### config.mk
export PLATFORM = sky130hd
export DESIGN_NAME = tmr_cfg_top
export DESIGN_NICKNAME = d
export VERILOG_FILES = /design/src/rtl/tmr_cfg_pkg.sv /design/src/rtl/tmr_cfg_regs.sv /design/src/rtl/tmr_cfg_cnt.sv /design/src/rtl/tmr_cfg_top.sv
export SDC_FILE = /design/constraint.sdc
export NUM_CORES = 1
export LEC_CHECK = 0
export BUFFER_PORTS_ARGS = -buffer_cell sky130_fd_sc_hd__buf_2
export CORE_UTILIZATION = 52
export CTS_BUF_LIST = sky130_fd_sc_hd__clkbuf_8
export DETAILED_ROUTE_END_ITERATION = 16
export GPL_TIMING_DRIVEN = 0
export MAX_ROUTING_LAYER = met4
export PLACE_DENSITY = 0.8
export SYNTH_ARGS = -nofsm -noshare
export SYNTH_HDL_FRONTEND = slang
export SYNTH_SLANG_ARGS = --single-unit
### constraint.sdc
create_clock -name clk_i -period 4 [get_ports clk_i]
set_input_delay 0 -clock clk_i [delete_from_list [all_inputs] [get_ports clk_i]]
set_output_delay 0 -clock clk_i [all_outputs]
set_load 0.1 [all_outputs]
### src/rtl/tmr_cfg_pkg.sv
package tmr_cfg_pkg;
  localparam int unsigned DW   = 32;
  localparam int unsigned AW   = 3;
  localparam int unsigned NCH  = 2;
  localparam int unsigned PSW  = 3;
  localparam int unsigned PSYW = 2;
  localparam int unsigned WGW  = 2;
  localparam int unsigned EVW  = 8;

  localparam logic [AW-1:0] A_CTRL = 3'd0;
  localparam logic [AW-1:0] A_DRV  = 3'd1;
  localparam logic [AW-1:0] A_WAVE = 3'd2;
  localparam logic [AW-1:0] A_EVT  = 3'd3;
  localparam logic [AW-1:0] A_SET  = 3'd4;
  localparam logic [AW-1:0] A_CLR  = 3'd5;
  localparam logic [AW-1:0] A_CNT  = 3'd6;

  localparam int unsigned B_EN   = 0;
  localparam int unsigned B_SRST = 1;
  localparam int unsigned B_MODE = 2;
  localparam int unsigned B_PSC  = 4;
  localparam int unsigned B_PSY  = 7;
  localparam int unsigned B_CAP  = 16;
  localparam int unsigned B_ONE  = 0;
  localparam int unsigned B_DIR  = 1;

  typedef enum logic [1:0] {
    MODE_16  = 2'b00,
    MODE_8   = 2'b01,
    MODE_32  = 2'b10,
    MODE_RSV = 2'b11
  } mode_e;

  typedef struct packed {
    logic [NCH-1:0]  cap;
    logic [PSYW-1:0] psy;
    logic [PSW-1:0]  psc;
    mode_e           mode;
  } ctrl_t;

  function automatic logic [DW-1:0] top_of(input logic [1:0] m);
    case (m)
      MODE_8:  top_of = 32'h0000_00FF;
      MODE_32: top_of = 32'hFFFF_FFFF;
      default: top_of = 32'h0000_FFFF;
    endcase
  endfunction
endpackage

### src/rtl/tmr_cfg_regs.sv
module tmr_cfg_regs
  import tmr_cfg_pkg::*;
(
  input  logic           clk_i,
  input  logic           rst_ni,
  input  logic           wr_en_i,
  input  logic [AW-1:0]  wr_addr_i,
  input  logic [DW-1:0]  wr_data_i,
  output logic           en_o,
  output ctrl_t          ctrl_o,
  output mode_e          mode_nx_o,
  output logic [NCH-1:0] inven_o,
  output logic [WGW-1:0] wave_o,
  output logic [EVW-1:0] evt_o,
  output logic           oneshot_o,
  output logic           dir_o,
  output logic           start_o,
  output logic           srst_o
);
  logic           en_q;
  ctrl_t          ctrl_q, ctrl_d;
  logic [NCH-1:0] inven_q;
  logic [WGW-1:0] wave_q;
  logic [EVW-1:0] evt_q;
  logic           one_q, dir_q;
  logic           wr_ctrl, cfg_open;
  logic           unused_wd;

  assign unused_wd = ^wr_data_i;
  assign wr_ctrl   = wr_en_i && (wr_addr_i == A_CTRL);
  assign srst_o    = wr_ctrl && wr_data_i[B_SRST];
  assign cfg_open  = !en_q;
  assign start_o   = wr_ctrl && !srst_o && cfg_open && wr_data_i[B_EN];

  always_comb begin
    ctrl_d = ctrl_q;
    if (wr_ctrl && cfg_open) begin
      ctrl_d.mode = mode_e'(wr_data_i[B_MODE +: 2]);
      ctrl_d.psc  = wr_data_i[B_PSC +: PSW];
      ctrl_d.psy  = wr_data_i[B_PSY +: PSYW];
      ctrl_d.cap  = wr_data_i[B_CAP +: NCH];
    end
  end
  assign mode_nx_o = ctrl_d.mode;

  always_ff @(posedge clk_i or negedge rst_ni) begin
    if (!rst_ni) begin
      en_q    <= 1'b0;
      ctrl_q  <= '0;
      inven_q <= '0;
      wave_q  <= '0;
      evt_q   <= '0;
      one_q   <= 1'b0;
      dir_q   <= 1'b0;
    end else if (srst_o) begin
      en_q    <= 1'b0;
      ctrl_q  <= '0;
      inven_q <= '0;
      wave_q  <= '0;
      evt_q   <= '0;
      one_q   <= 1'b0;
      dir_q   <= 1'b0;
    end else begin
      if (wr_ctrl) en_q <= wr_data_i[B_EN];
      ctrl_q <= ctrl_d;
      if (wr_en_i && cfg_open) begin
        case (wr_addr_i)
          A_DRV:   inven_q <= wr_data_i[NCH-1:0];
          A_WAVE:  wave_q  <= wr_data_i[WGW-1:0];
          A_EVT:   evt_q   <= wr_data_i[EVW-1:0];
          default: ;
        endcase
      end
      // secondary word: never locked
      if (wr_en_i && wr_addr_i == A_SET) begin
        if (wr_data_i[B_ONE]) one_q <= 1'b1;
        if (wr_data_i[B_DIR]) dir_q <= 1'b1;
      end else if (wr_en_i && wr_addr_i == A_CLR) begin
        if (wr_data_i[B_ONE]) one_q <= 1'b0;
        if (wr_data_i[B_DIR]) dir_q <= 1'b0;
      end
    end
  end

  assign en_o      = en_q;
  assign ctrl_o    = ctrl_q;
  assign inven_o   = inven_q;
  assign wave_o    = wave_q;
  assign evt_o     = evt_q;
  assign oneshot_o = one_q;
  assign dir_o     = dir_q;
endmodule

### src/rtl/tmr_cfg_cnt.sv
module tmr_cfg_cnt
  import tmr_cfg_pkg::*;
(
  input  logic          clk_i,
  input  logic          rst_ni,
  input  logic          srst_i,
  input  logic          start_i,
  input  logic          en_i,
  input  mode_e         mode_i,
  input  mode_e         mode_nx_i,
  input  logic          dir_i,
  input  logic          oneshot_i,
  output logic [DW-1:0] cnt_o,
  output logic          wrap_o,
  output logic          halt_o
);
  logic [DW-1:0] cnt_q, cnt_nx, top;
  logic          halt_q, wrap_q, at_end;

  assign top    = top_of(mode_i);
  assign at_end = dir_i ? (cnt_q == '0) : (cnt_q == top);

  always_comb begin
    if (dir_i) cnt_nx = at_end ? top : cnt_q - 1'b1;
    else       cnt_nx = at_end ? '0  : cnt_q + 1'b1;
  end

  always_ff @(posedge clk_i or negedge rst_ni) begin
    if (!rst_ni) begin
      cnt_q  <= '0;
      halt_q <= 1'b0;
      wrap_q <= 1'b0;
    end else if (srst_i) begin
      cnt_q  <= '0;
      halt_q <= 1'b0;
      wrap_q <= 1'b0;
    end else if (start_i) begin
      cnt_q  <= dir_i ? top_of(mode_nx_i) : '0;
      halt_q <= 1'b0;
      wrap_q <= 1'b0;
    end else if (en_i && !halt_q) begin
      cnt_q  <= cnt_nx;
      wrap_q <= at_end;
      if (at_end && oneshot_i) halt_q <= 1'b1;
    end else begin
      wrap_q <= 1'b0;
    end
  end

  assign cnt_o  = cnt_q & top;
  assign wrap_o = wrap_q;
  assign halt_o = halt_q;
endmodule

### src/rtl/tmr_cfg_top.sv
module tmr_cfg_top
  import tmr_cfg_pkg::*;
(
  input  logic          clk_i,
  input  logic          rst_ni,
  input  logic          wr_en_i,
  input  logic [AW-1:0] wr_addr_i,
  input  logic [DW-1:0] wr_data_i,
  input  logic [AW-1:0] rd_addr_i,
  output logic [DW-1:0] rd_data_o,
  output logic [DW-1:0] count_o,
  output logic          wrap_o,
  output logic          run_o
);
  logic           en, oneshot, dir, start, srst, halt;
  ctrl_t          ctrl;
  mode_e          mode, mode_nx;
  logic [NCH-1:0] inven;
  logic [WGW-1:0] wave;
  logic [EVW-1:0] evt;

  tmr_cfg_regs u_regs (
    .clk_i, .rst_ni, .wr_en_i, .wr_addr_i, .wr_data_i,
    .en_o(en), .ctrl_o(ctrl), .mode_nx_o(mode_nx), .inven_o(inven),
    .wave_o(wave), .evt_o(evt), .oneshot_o(oneshot), .dir_o(dir),
    .start_o(start), .srst_o(srst)
  );

  assign mode = ctrl.mode;

  tmr_cfg_cnt u_cnt (
    .clk_i, .rst_ni, .srst_i(srst), .start_i(start), .en_i(en),
    .mode_i(mode), .mode_nx_i(mode_nx), .dir_i(dir), .oneshot_i(oneshot),
    .cnt_o(count_o), .wrap_o(wrap_o), .halt_o(halt)
  );

  assign run_o = en && !halt;

  always_comb begin
    rd_data_o = '0;
    case (rd_addr_i)
      A_CTRL: begin
        rd_data_o[B_EN]           = en;
        rd_data_o[B_MODE +: 2]    = ctrl.mode;
        rd_data_o[B_PSC +: PSW]   = ctrl.psc;
        rd_data_o[B_PSY +: PSYW]  = ctrl.psy;
        rd_data_o[B_CAP +: NCH]   = ctrl.cap;
      end
      A_DRV:  rd_data_o[NCH-1:0] = inven;
      A_WAVE: rd_data_o[WGW-1:0] = wave;
      A_EVT:  rd_data_o[EVW-1:0] = evt;
      A_SET, A_CLR: begin
        rd_data_o[B_ONE] = oneshot;
        rd_data_o[B_DIR] = dir;
      end
      A_CNT:  rd_data_o = count_o;
      default: ;
    endcase
  end
endmodule

# Word-level counts from Yosys, hierarchy flattened
# Index checks and enable logic that the tools add are counted.
dict set report word_totals {
  regBits 58
  inputBits 41
}
dict set report classes {
  add_sub_neg 2
  eq_ne 20
  n_mux 47
  n_bitwise 1
  reduce_logical 33
}
# op count
set ops {}
lappend ops {{32-bit 2-to-1 mux} 7}
lappend ops {{32-bit case mux with 2 select lines} 2}
lappend ops {{32-bit by 1-bit adder with 32-bit output (second input constant)} 1}
lappend ops {{32-bit bitwise AND} 1}
lappend ops {{32-bit == test} 1}
lappend ops {{32-bit logical NOT} 1}
lappend ops {{32-bit by 1-bit subtractor with 32-bit output (second input constant)} 1}
lappend ops {{8-bit 2-to-1 mux} 3}
lappend ops {{1-bit 2-to-1 mux} 20}
lappend ops {{9-bit 2-to-1 mux} 2}
lappend ops {{6-bit case mux with 3 select lines} 1}
lappend ops {{3-bit == test (second input constant)} 5}
lappend ops {{14-bit 2-to-1 mux} 1}
lappend ops {{3-bit by 2-bit == test with 1-bit output (second input constant)} 4}
lappend ops {{2-bit 2-to-1 mux} 6}
lappend ops {{3-bit by 2-bit != test with 1-bit output (second input constant)} 4}
lappend ops {{2-bit nonzero test} 6}
lappend ops {{1-bit logical AND} 11}
lappend ops {{3-bit nonzero test} 3}
lappend ops {{2-bit AND reduction} 4}
lappend ops {{7-bit 2-to-1 mux} 1}
lappend ops {{3-bit by 1-bit == test with 1-bit output (second input constant)} 2}
lappend ops {{3-bit logical NOT} 2}
lappend ops {{1-bit case mux with 6 select lines} 1}
lappend ops {{8 further kinds} 13}

# Depth between registers and ports, before layout
# Gate-level depths: netlist (run 1).
dict set report depth {
  ltp_word 9
  mapped_depth 11
  ltp_nobuf 9
}

# Hierarchy
# Synthesis (run 1) repeated with hierarchy kept, for this count alone.
dict set report hier_totals {
  hier_cells 650
  area_unflattened_um2 5232.5
}
# mod n_inst cells_each area_per_inst_um2
set by_module_without_submodules {}
lappend by_module_without_submodules {tmr_cfg_cnt 1 469 3578.4}
lappend by_module_without_submodules {tmr_cfg_regs 1 117 1201.2}
lappend by_module_without_submodules {tmr_cfg_top 1 64 452.9}

# Worst setup path before layout (run 1)
# Ideal clock, no wire load.
dict set report synth_path {
  kind {flip-flop to output port}
  startpoint {reg u_regs.evt_q[1], in the netlist u_regs.evt_o[1]}
  endpoint {out rd_data_o[1]}
  t_arrival_ns 3.855
  t_required_ns 4.000
  slack_ns 0.145
  path_stages_with_launch 3
  path_buffers 0
  cell_sequence {dfrtp_1 mux2i_1 o311ai_0}
}
dict set report synth_between {
  elab_chain_len 1
}
# item line_no
set synth_lines {}
lappend synth_lines {{start, declared} tmr_cfg_regs.sv:24} ;# logic [EVW-1:0] evt_q;
lappend synth_lines {{start signal, assigned} tmr_cfg_regs.sv:70} ;# A_EVT: evt_q <= wr_data_i[EVW-1:0];
lappend synth_lines {{1-bit case mux with 5 select lines} tmr_cfg_top.sv:41} ;# case (rd_addr_i)
lappend synth_lines {{end, declared} tmr_cfg_top.sv:10} ;# output logic [DW-1:0] rd_data_o,
# No other way between the ends.

# Final worst setup path (run 1)
dict set report layout_path {
  startpoint {reg u_regs.ctrl_q, in the netlist u_regs.ctrl_o[0]}
  endpoint {reg u_cnt.cnt_q[20]}
}
dict set report layout_between {
  elab_chain_len 9
}
# item line_no
set layout_lines {}
lappend layout_lines {{start, declared} tmr_cfg_regs.sv:21} ;# ctrl_t ctrl_q, ctrl_d;
lappend layout_lines {{start signal, assigned} tmr_cfg_regs.sv:65} ;# ctrl_q <= ctrl_d;
lappend layout_lines {{2-bit == test / 2-bit by 1-bit == test with 1-bit output (equally long branches)} tmr_cfg_pkg.sv:42} ;# case (m)
lappend layout_lines {{32-bit case mux with 2 select lines} tmr_cfg_pkg.sv:42}
lappend layout_lines {{32-bit == test} tmr_cfg_cnt.sv:21} ;# assign at_end = dir_i ? (cnt_q == '0) : (cnt_q == top);
lappend layout_lines {{1-bit 2-to-1 mux} tmr_cfg_cnt.sv:21}
lappend layout_lines {{32-bit 2-to-1 mux, on equally long branches} {tmr_cfg_cnt.sv:25, tmr_cfg_cnt.sv:24}}
lappend layout_lines {{32-bit 2-to-1 mux} tmr_cfg_cnt.sv:24} ;# if (dir_i) cnt_nx = at_end ? top : cnt_q - 1'b1;
lappend layout_lines {{32-bit 2-to-1 mux} tmr_cfg_cnt.sv:41} ;# end else if (en_i && !halt_q) begin
lappend layout_lines {{32-bit 2-to-1 mux (*)} tmr_cfg_cnt.sv:37} ;# end else if (start_i) begin
lappend layout_lines {{32-bit 2-to-1 mux (*)} tmr_cfg_cnt.sv:33} ;# end else if (srst_i) begin
lappend layout_lines {{end signal, assigned} tmr_cfg_cnt.sv:38} ;# cnt_q <= dir_i ? top_of(mode_nx_i) : '0;
lappend layout_lines {{end signal, assigned} tmr_cfg_cnt.sv:42} ;# cnt_q <= cnt_nx;
lappend layout_lines {{end, declared} tmr_cfg_cnt.sv:17} ;# logic [DW-1:0] cnt_q, cnt_nx, top;
# Mark *: on every way between the ends. The rest lies on a longest branch, timed or not. The select of a mux whose other input is x is not followed.
# A chain may end at the register's enable or synchronous reset.

==> key figures, run 1 <==
Run status
  – Status: completed

Yosys
  – Largest cells by area after synthesis: dfrtp_1 (29%), ha_1 (6.7%), and3_1 (5.5%)
  – Net Count, Synth: 713
  – Yosys warns: 0
  – Syn Area/Cell: just under 8 um^2
  – Largest area contributor in the netlist: dfrtp_1
  – Gate Count Post-Synth: ~650
  – Synth Cell Area: between 5000 and 6000 um^2
  – Async S/R FF share, synth: between 90% and 100%
  – Synth cell types: 67
  – Main synth FF type: dfrtp_1
  – Post-synth top area share: between 20 and 30%
  – EDFF count, synth: 0
  – Sequential-to-total area share from yosys stat: 28.8%
  – Synthesized flop and latch total: between 50 and 60

Routing
  – Drt first pass iters: 5
  – Post-Route WL: between 15000 and 20000 um
  – Highest metal used: met4
  – Met2 wire len: about 7700 um
  – DR vias: approximately 5700
  – DRC: 0
  – Antenna Nets Post-Route: 0
  – WL met3: 2400 um
  – Metal1 wirelength: between 6000 and 7000 um
  – Mean routed wirelength per cell: 19.8 um
  – Initial DRC Count: 522
  – Via density: approximately 6.5

Cells and area
  – Commonest non-fill, non-tap cells in the layout: buf_2 (88), nand2_1 (72), dfrtp_1 (58)
  – Antenna diode count: 0
  – Utilization after layout: between 60% and 70%
  – Final cell count without fillers: 882
  – FF/Latch Area: around 1500 um^2
  – Fill count: about 850
  – Layout cell share with drive strength beyond 1: 17.0%
  – Most common cell after layout, fill and taps aside: buf_2
  – Design Area, Final: slightly below 6000 um^2
  – Area Overhead vs Synth: 17.2%
  – Area of the multi-input gates: ~3300 um^2
  – Fin nets: roughly 800

Job
  – Max Cap Viol: 0

Global route
  – First-pass GRT wire length: roughly 27000 um
  – Largest net degree at the start of global routing: between 50 and 60
  – GR Overflow Total: 0
  – Antenna violations before repair: 0
  – Global Route Usage Sum: ~37%
  – Vias in the first global route: approximately 5200

Worst setup path
  – CP Launch Type: flip-flop
  – CP Buf/Inv Count: 1
  – Cell at the slowest stage of the critical path: or4b_2
  – Reg2reg setup slack: 160 ps
  – CP max stage delay: 690 ps
  – Maximum net fanout on the critical path: 21
  – WP data arrival: between 4000 and 5000 ps
  – WS Path Type: reg -> reg
  – WP data required: 4230 ps
  – Reg-to-reg critical path startpoint: u_regs.ctrl_o[0]
  – Crit path cell chain: nor2b_4, ha_1, nor4_1, nand2_1, or4b_2, and2_4, buf_6, o211ai_4, o221ai_1, a211o_1
  – R2R depth: 10
  – Crit end category: flip-flop
  – Worst r2r dst: u_cnt.cnt_q[20]
  – Top delay family on crit path: simple AND/OR/NAND/NOR gates

Timing
  – Final Hold Fails: 0
  – Slew at the pin with the worst max-slew slack: roughly 1200 ps
  – Rel. slew slack: 19.0%
  – Unrepaired setup endpoints after global routing: no
  – Pins Over Slew Limit: 0
  – Min Tclk post-route: a little under 4000 ps
  – Final Cycle Share: between 90% and 100%
  – Final setup fails: 0
  – Max Fclk: ~260 MHz
  – Total Neg Setup Slack: 0 ps
  – Skew final: between 10 and 15 ps

Die
  – Die Height: approximately 100 um
  – Std-Cell Rows: 35
  – Die W: 100 um
  – Initial Util: a little over half
  – Die Area: approximately 10000 um^2
  – I/O pins: ~110
  – Core area: 9330 um^2

Power and ir drop
  – Leakage: between 2 and 3 nW
  – Peak VDD IR: approximately 0.00049 V
  – Pwr Total: around 3.6 mW
  – Pwr Density: slightly above 600 nW/um^2

CTS
  – Post-CTS setup buffers: 0
  – Clock Tree Root: clkbuf_8
  – Cts bufs inserted: 9
  – CTS clk-pin slew, worst paths: around 80 ps
  – Max H-tree Level: 3
  – Max clock buf depth: 2
  – CTS tree: built
  – CTS Sinks: between 50 and 60
  – Worst skew pair latency: about 350 ps

Place
  – Inst Count DP: around 860
  – Placer Congestion: 1.01
  – IO Port Bufs: 83
  – HPWL after DPL: ~13000 um
  – Placed instance area: approximately 5600 um^2

Hold path
  – Hold Startpoint: wr_data_i[1]
  – HP Class: in -> reg
  – Hold depth: 3
  – Worst Hold End: u_regs.inven_o[1]
==> flip-flops by register name, summed over array words and instances (netlist names) <==
name              cells
u_regs.ctrl_o         9
u_regs.wave_o         2
u_cnt.wrap_o          1
u_cnt.halt_o          1
u_regs.evt_o          8
u_regs.dir_o          1
u_regs.oneshot_o      1
u_regs.inven_o        2
u_regs.en_o           1
u_cnt.cnt_q          32
==> cells in the mapped netlist (7+ instances only) <==
library cell,instances
nand4_1,11
nor4_1,17
and3_1,44
a22oi_1,11
ha_1,27
xnor2_1,13
nand2b_1,9
nand2_1,72
a21oi_1,32
clkbuf_1,49
dfrtp_1,58
nor2_1,36
o21ai_0,50
a21o_1,7
buf_4,8
nor3_1,26
nand3_1,34
xor2_1,15
inv_1,12
==> layer usage <==
| layer | track usage, % | vias to the layer above |
|---|---|---|
| li1 | - | 2573 |
| met1 | 48.1 | 2643 |
| met2 | 54.5 | 443 |
| met3 | 9.12 | 49 |
| met4 | 13.9 | 0 |
| met5 | - | - |
==> what timing repair did <==
item,4_1_cts,5_1_grt
gates resized for setup,1,0
hold buffers,8,1
setup endpoints to repair,6,0
hold endpoints to repair,10,58
==> tightest hold or removal path: stages <==
cell	delay, ps
buf_2	150
nor3_1	70
nor3_1	110
==> how the worst max path moves through the flow <==
stage	from	endpoint	slack [ps]	depth (start not counted)
final	u_regs.ctrl_o[0]	u_cnt.cnt_q[20]	160	10
after global routing	u_regs.ctrl_o[0]	u_cnt.cnt_q[20]	10	10
after CTS	u_regs.ctrl_o[0]	u_cnt.cnt_q[20]	190	10
after detailed placement	u_regs.ctrl_o[0]	u_cnt.cnt_q[20]	-120	10
after global placement	u_regs.ctrl_o[0]	u_cnt.cnt_q[20]	-640	10
after floorplan	u_regs.evt_o[1]	rd_data_o[1]	150	2
==> kinds of logic after synthesis <==
family	share of synthesized area, %
AOI/OAI and AO/OA	21.3
xor gates and xnor gates	4.87
adders and majority gates	6.71
buffers and inverters	6.64
DFF	28.8
muxes	1.24
and+or+nand+nor	30.4
==> metrics by stage <==
step | hold WS (ps) | setup WS, ps
2_1_floorplan | -296 | 145
3_3_place_gp | 211 | -642
3_5_place_dp | 215 | -118
4_1_cts | 11.8 | 194
5_1_grt | 61.1 | 11.9
6_report | 35.1 | 155
==> report_power, final <==
group	switching (mW)	internal, mW	leakage (nW)
Sequential	0.203	0.751	0.758
Combinational	1.49	0.599	1.99
Clock	0.281	0.248	0.0859
Total	1.97	1.60	2.84
==> final cells by class <==
class | count | area share, %
clock buffer | 10 | 2.33
tap | 129 | 2.74
buffer | 65 | 4.90
inverter | 12 | 0.764
multi-input combinational | 510 | 55.2
clock inverter | 6 | 0.828
timing repair buffer | 92 | 8.62
sequential | 58 | 24.6
(Power assumes the default switching activity.)
==> inputs of run 2 (changes only) <==
Settings changed: ABC_AREA set to 1, CORE_UTILIZATION 52 to 53, PLACE_DENSITY 0.8 to 0.79.
==> key figures, run 2 <==
Run status
  – Status: completed

Power and ir drop
  – Pwr Total: 4.83 mW (+35%)
  – P_sw: 2.87 mW (+46%)
  – Sw Ratio: 59.4% (+4.1 points)
  – Sequential power share: 20.2% (-6.5 points)
  – Leakage: 3.85 nW (+36%)
  – Clock share of power: 12.1% (-2.7 points)
  – Cell-internal power: 1.96 mW (+23%)
  – Comb pwr share: 67.7% (+9.2 points)
  – Pwr Density: 694 nW/um^2 (+15%)
  – Peak VDD IR: 0.000522 V (+7.5%)

Worst setup path
  – Maximum net fanout on the critical path: 13 (-38%)
  – R2R depth: 17 (+7)
  – Crit end category: flip-flop
  – WP data required: 4250 ps (+20 ps)
  – CP Launch Type: flip-flop
  – WP data arrival: 3440 ps (-640 ps)
  – WS Path Type: reg -> reg

Global route
  – Antenna violations before repair: 0 (unchanged)
  – GR Overflow Total: 0 (unchanged)
  – Largest net degree at the start of global routing: 59 (unchanged)
  – Vias in the first global route: 6247 (+20%)
  – Global Route Usage Sum: 38.6% (+1.9 points)
  – First-pass GRT wire length: 32600 um (+19%)

Yosys
  – Yosys warns: 0 (unchanged)
  – Sequential-to-total area share from yosys stat: 24.1% (-4.7 points)
  – Net Count, Synth: 1092 (+53%)
  – Synthesized flop and latch total: 58 (unchanged)
  – Largest cells by area after synthesis: dfrtp_1 (24%), nand2_1 (22%), nor2_1 (11%)
  – Syn Area/Cell: 5.88 um^2 (-25%)
  – Synth Cell Area: 6020 um^2 (+20%)
  – Main synth FF type: dfrtp_1
  – Gate Count Post-Synth: 1024 (+59%)
  – EDFF count, synth: 0 (unchanged)
  – Synth cell types: 41 (-39%)
  – Async S/R FF share, synth: 100% (unchanged)
  – Post-synth top area share: 24.1% (-4.7 points)
  – Top-count cell post-synth: nand2_1
  – Most instantiated cells after synthesis: nand2_1 (345), nor2_1 (181), inv_1 (119)
  – Largest area contributor in the netlist: dfrtp_1

Cells and area
  – Area Overhead vs Synth: 15.7%
  – Final cell count without fillers: 1279 (+45%)
  – Fin nets: 1202 (+47%)
  – Most common cell after layout, fill and taps aside: nand2_1
  – Commonest non-fill, non-tap cells in the layout: nand2_1 (345), nor2_1 (181), inv_1 (120)
  – Layout cell share with drive strength beyond 1: 12.9% (-4.1 points)
  – Utilization after layout: 63.7% (+0.47 points)
  – Fill count: 1086 (+27%)
  – Antenna diode count: 0 (unchanged)
  – Area of the multi-input gates: 3840 um^2 (+18%)
  – FF/Latch Area: 1450 um^2 (unchanged)
  – Top reg by flops: u_cnt.cnt_q
  – Number of flip-flops in the largest register: 32 (unchanged)

Timing
  – Final Cycle Share: 79.8% (-16 points)
  – Final setup fails: 0 (unchanged)
  – Slew at the pin with the worst max-slew slack: 1100 ps (-105 ps)
  – Pins Over Slew Limit: 0 (unchanged)
  – Final Hold Fails: 0 (unchanged)
  – Max Fclk: 313 MHz (+20%)
  – Min Tclk post-route: 3190 ps (-654 ps)
  – Worst hold slack: 38.6 ps (+3.45 ps)
  – Total Neg Setup Slack: 0 ps (unchanged)
  – Unrepaired setup endpoints after global routing: no
  – Skew final: 16.5 ps (+5.43 ps)
  – Rel. slew slack: 26.1% (+7.1 points)

Routing
  – Initial DRC Count: 692 (+33%)
  – DR vias: 6891 (+21%)
  – Via density: 5.39 (-17%)
  – Antenna Nets Post-Route: 0 (unchanged)
  – DRC: 0 (unchanged)
  – Post-Route WL: 20500 um (+17%)
  – Drt first pass iters: 5 (unchanged)
  – Mean routed wirelength per cell: 16.1 um (-19%)

CTS
  – Cts bufs inserted: 9 (unchanged)
  – Worst skew pair latency: 380 ps (+30 ps)
  – Clock Tree Root: clkbuf_8
  – CTS Sinks: 58 (unchanged)
  – Max H-tree Level: 3 (unchanged)
  – CTS tree: built
  – Max clock buf depth: 2 (unchanged)
  – Post-CTS setup buffers: 0 (unchanged)
  – CTS clk-pin slew, worst paths: 80 ps (about the same)

Place
  – IO Port Bufs: 85 (+2.4%)
  – Inst Count DP: 1249 (+46%)
  – HPWL after DPL: 15800 um (+26%)
  – Placer Congestion: 1.02 (+1.1%)

Job
  – Max Cap Viol: 0 (unchanged)

Die
  – Die W: 109 um (+8.1%)
  – Std-Cell Rows: 38 (+8.6%)
  – Die Height: 109 um (+8.1%)
  – I/O pins: 107 (unchanged)
  – Die Area: 11800 um^2 (+17%)
  – Core area: 10900 um^2 (+17%)
  – Initial Util: 55.0% (+1.1 points)

Hold path
  – Hold depth: 3 (unchanged)
  – HP Class: in -> reg
run 2: changes by cell type after synthesis, sizes merged, moves of 24 or more:
cell,change
a21oi,-24
and3,-43
clkbuf,-29
inv,+113
nand2,+278
nand3,+47
nor2,+155
run 2: power by group through the flow:
stage | logic [mW] | clock network, mW | registers [mW]
5_1_grt | 3.65 | 0.616 | 0.991
3_5_place_dp | 3.19 | 0 | 0.973
6_report | 3.27 | 0.584 | 0.977
3_3_place_gp | 3.18 | 0 | 0.970
2_1_floorplan | 2.59 | 0 | 0.885
4_1_cts | 3.21 | 0.591 | 0.963
run 2: path summary, 6_finish.rpt:
path                                  startpoint          endpoint  slack, ps
worst max-delay path            u_regs.ctrl_o[1]   u_cnt.cnt_q[18]        810
worst min-delay path                wr_data_i[0]  u_regs.wave_o[0]         40
worst max register to register  u_regs.ctrl_o[1]   u_cnt.cnt_q[18]        810
worst min register to register      u_cnt.halt_o      u_cnt.halt_o        480
max in group asynchronous                 rst_ni   u_cnt.cnt_q[18]       3240
min in group asynchronous                 rst_ni    u_cnt.cnt_q[7]        240
run 2: timing repair:
action,CTS,global route
resized for setup,0,0
hold endpoints to repair,73,0
hold buffers,13,0
run 2: logic make-up after synthesis:
family          after synthesis  share of synthesized area, %
xor+xnor                     35                          5.09
compound gates               71                          6.90
flops                        58                          24.1
fa+ha+maj                    27                          5.61
simple gates                657                          46.1
buf+inv                     176                          12.1
run 2: cell type report:
class                   count  area share [%]
multi-input cells         790            55.1
flip-flops and latches     58            20.8
repair buffers             99            8.12
inverters                 129            6.99
plain buffers              47            3.49
well taps                 140            2.52
clock buffers              11            2.17
clock inverters             5           0.773
run 2: metal layers:
layer / up-vias / part of all wire, % / GRT usage [%]
met5: - / 0 / -
met4: 0 / 3.7 / 17.0
met3: 43 / 9.8 / 7.66
met2: 313 / 41 / 55.4
met1: 3108 / 45 / 52.2
li1: 3427 / - / -
run 2: critical path: stages, from the launching register on:
cell and delay [ps]:
dfrtp_1 380, inv_1 60, nor2_1 420, buf_4 300, ha_1 260, inv_1 90, nand2_1 50, nor2_1 80
nand2_1 60, nor2_1 210, nand3b_1 210, nand3_1 220, buf_2 340, nor2_1 90, nor2_1 100, nand2_1 60
nand2_1 70, nand2_1 50
run 2: per-stage QoR:
stage | setup WS (ps) | instance area [um^2]
global placement | 501 | 6620
detailed placement | 436 | 6620
finish | 809 | 6960
floorplan | 167 | 6020
global route | 696 | 6960
CTS | 404 | 6950
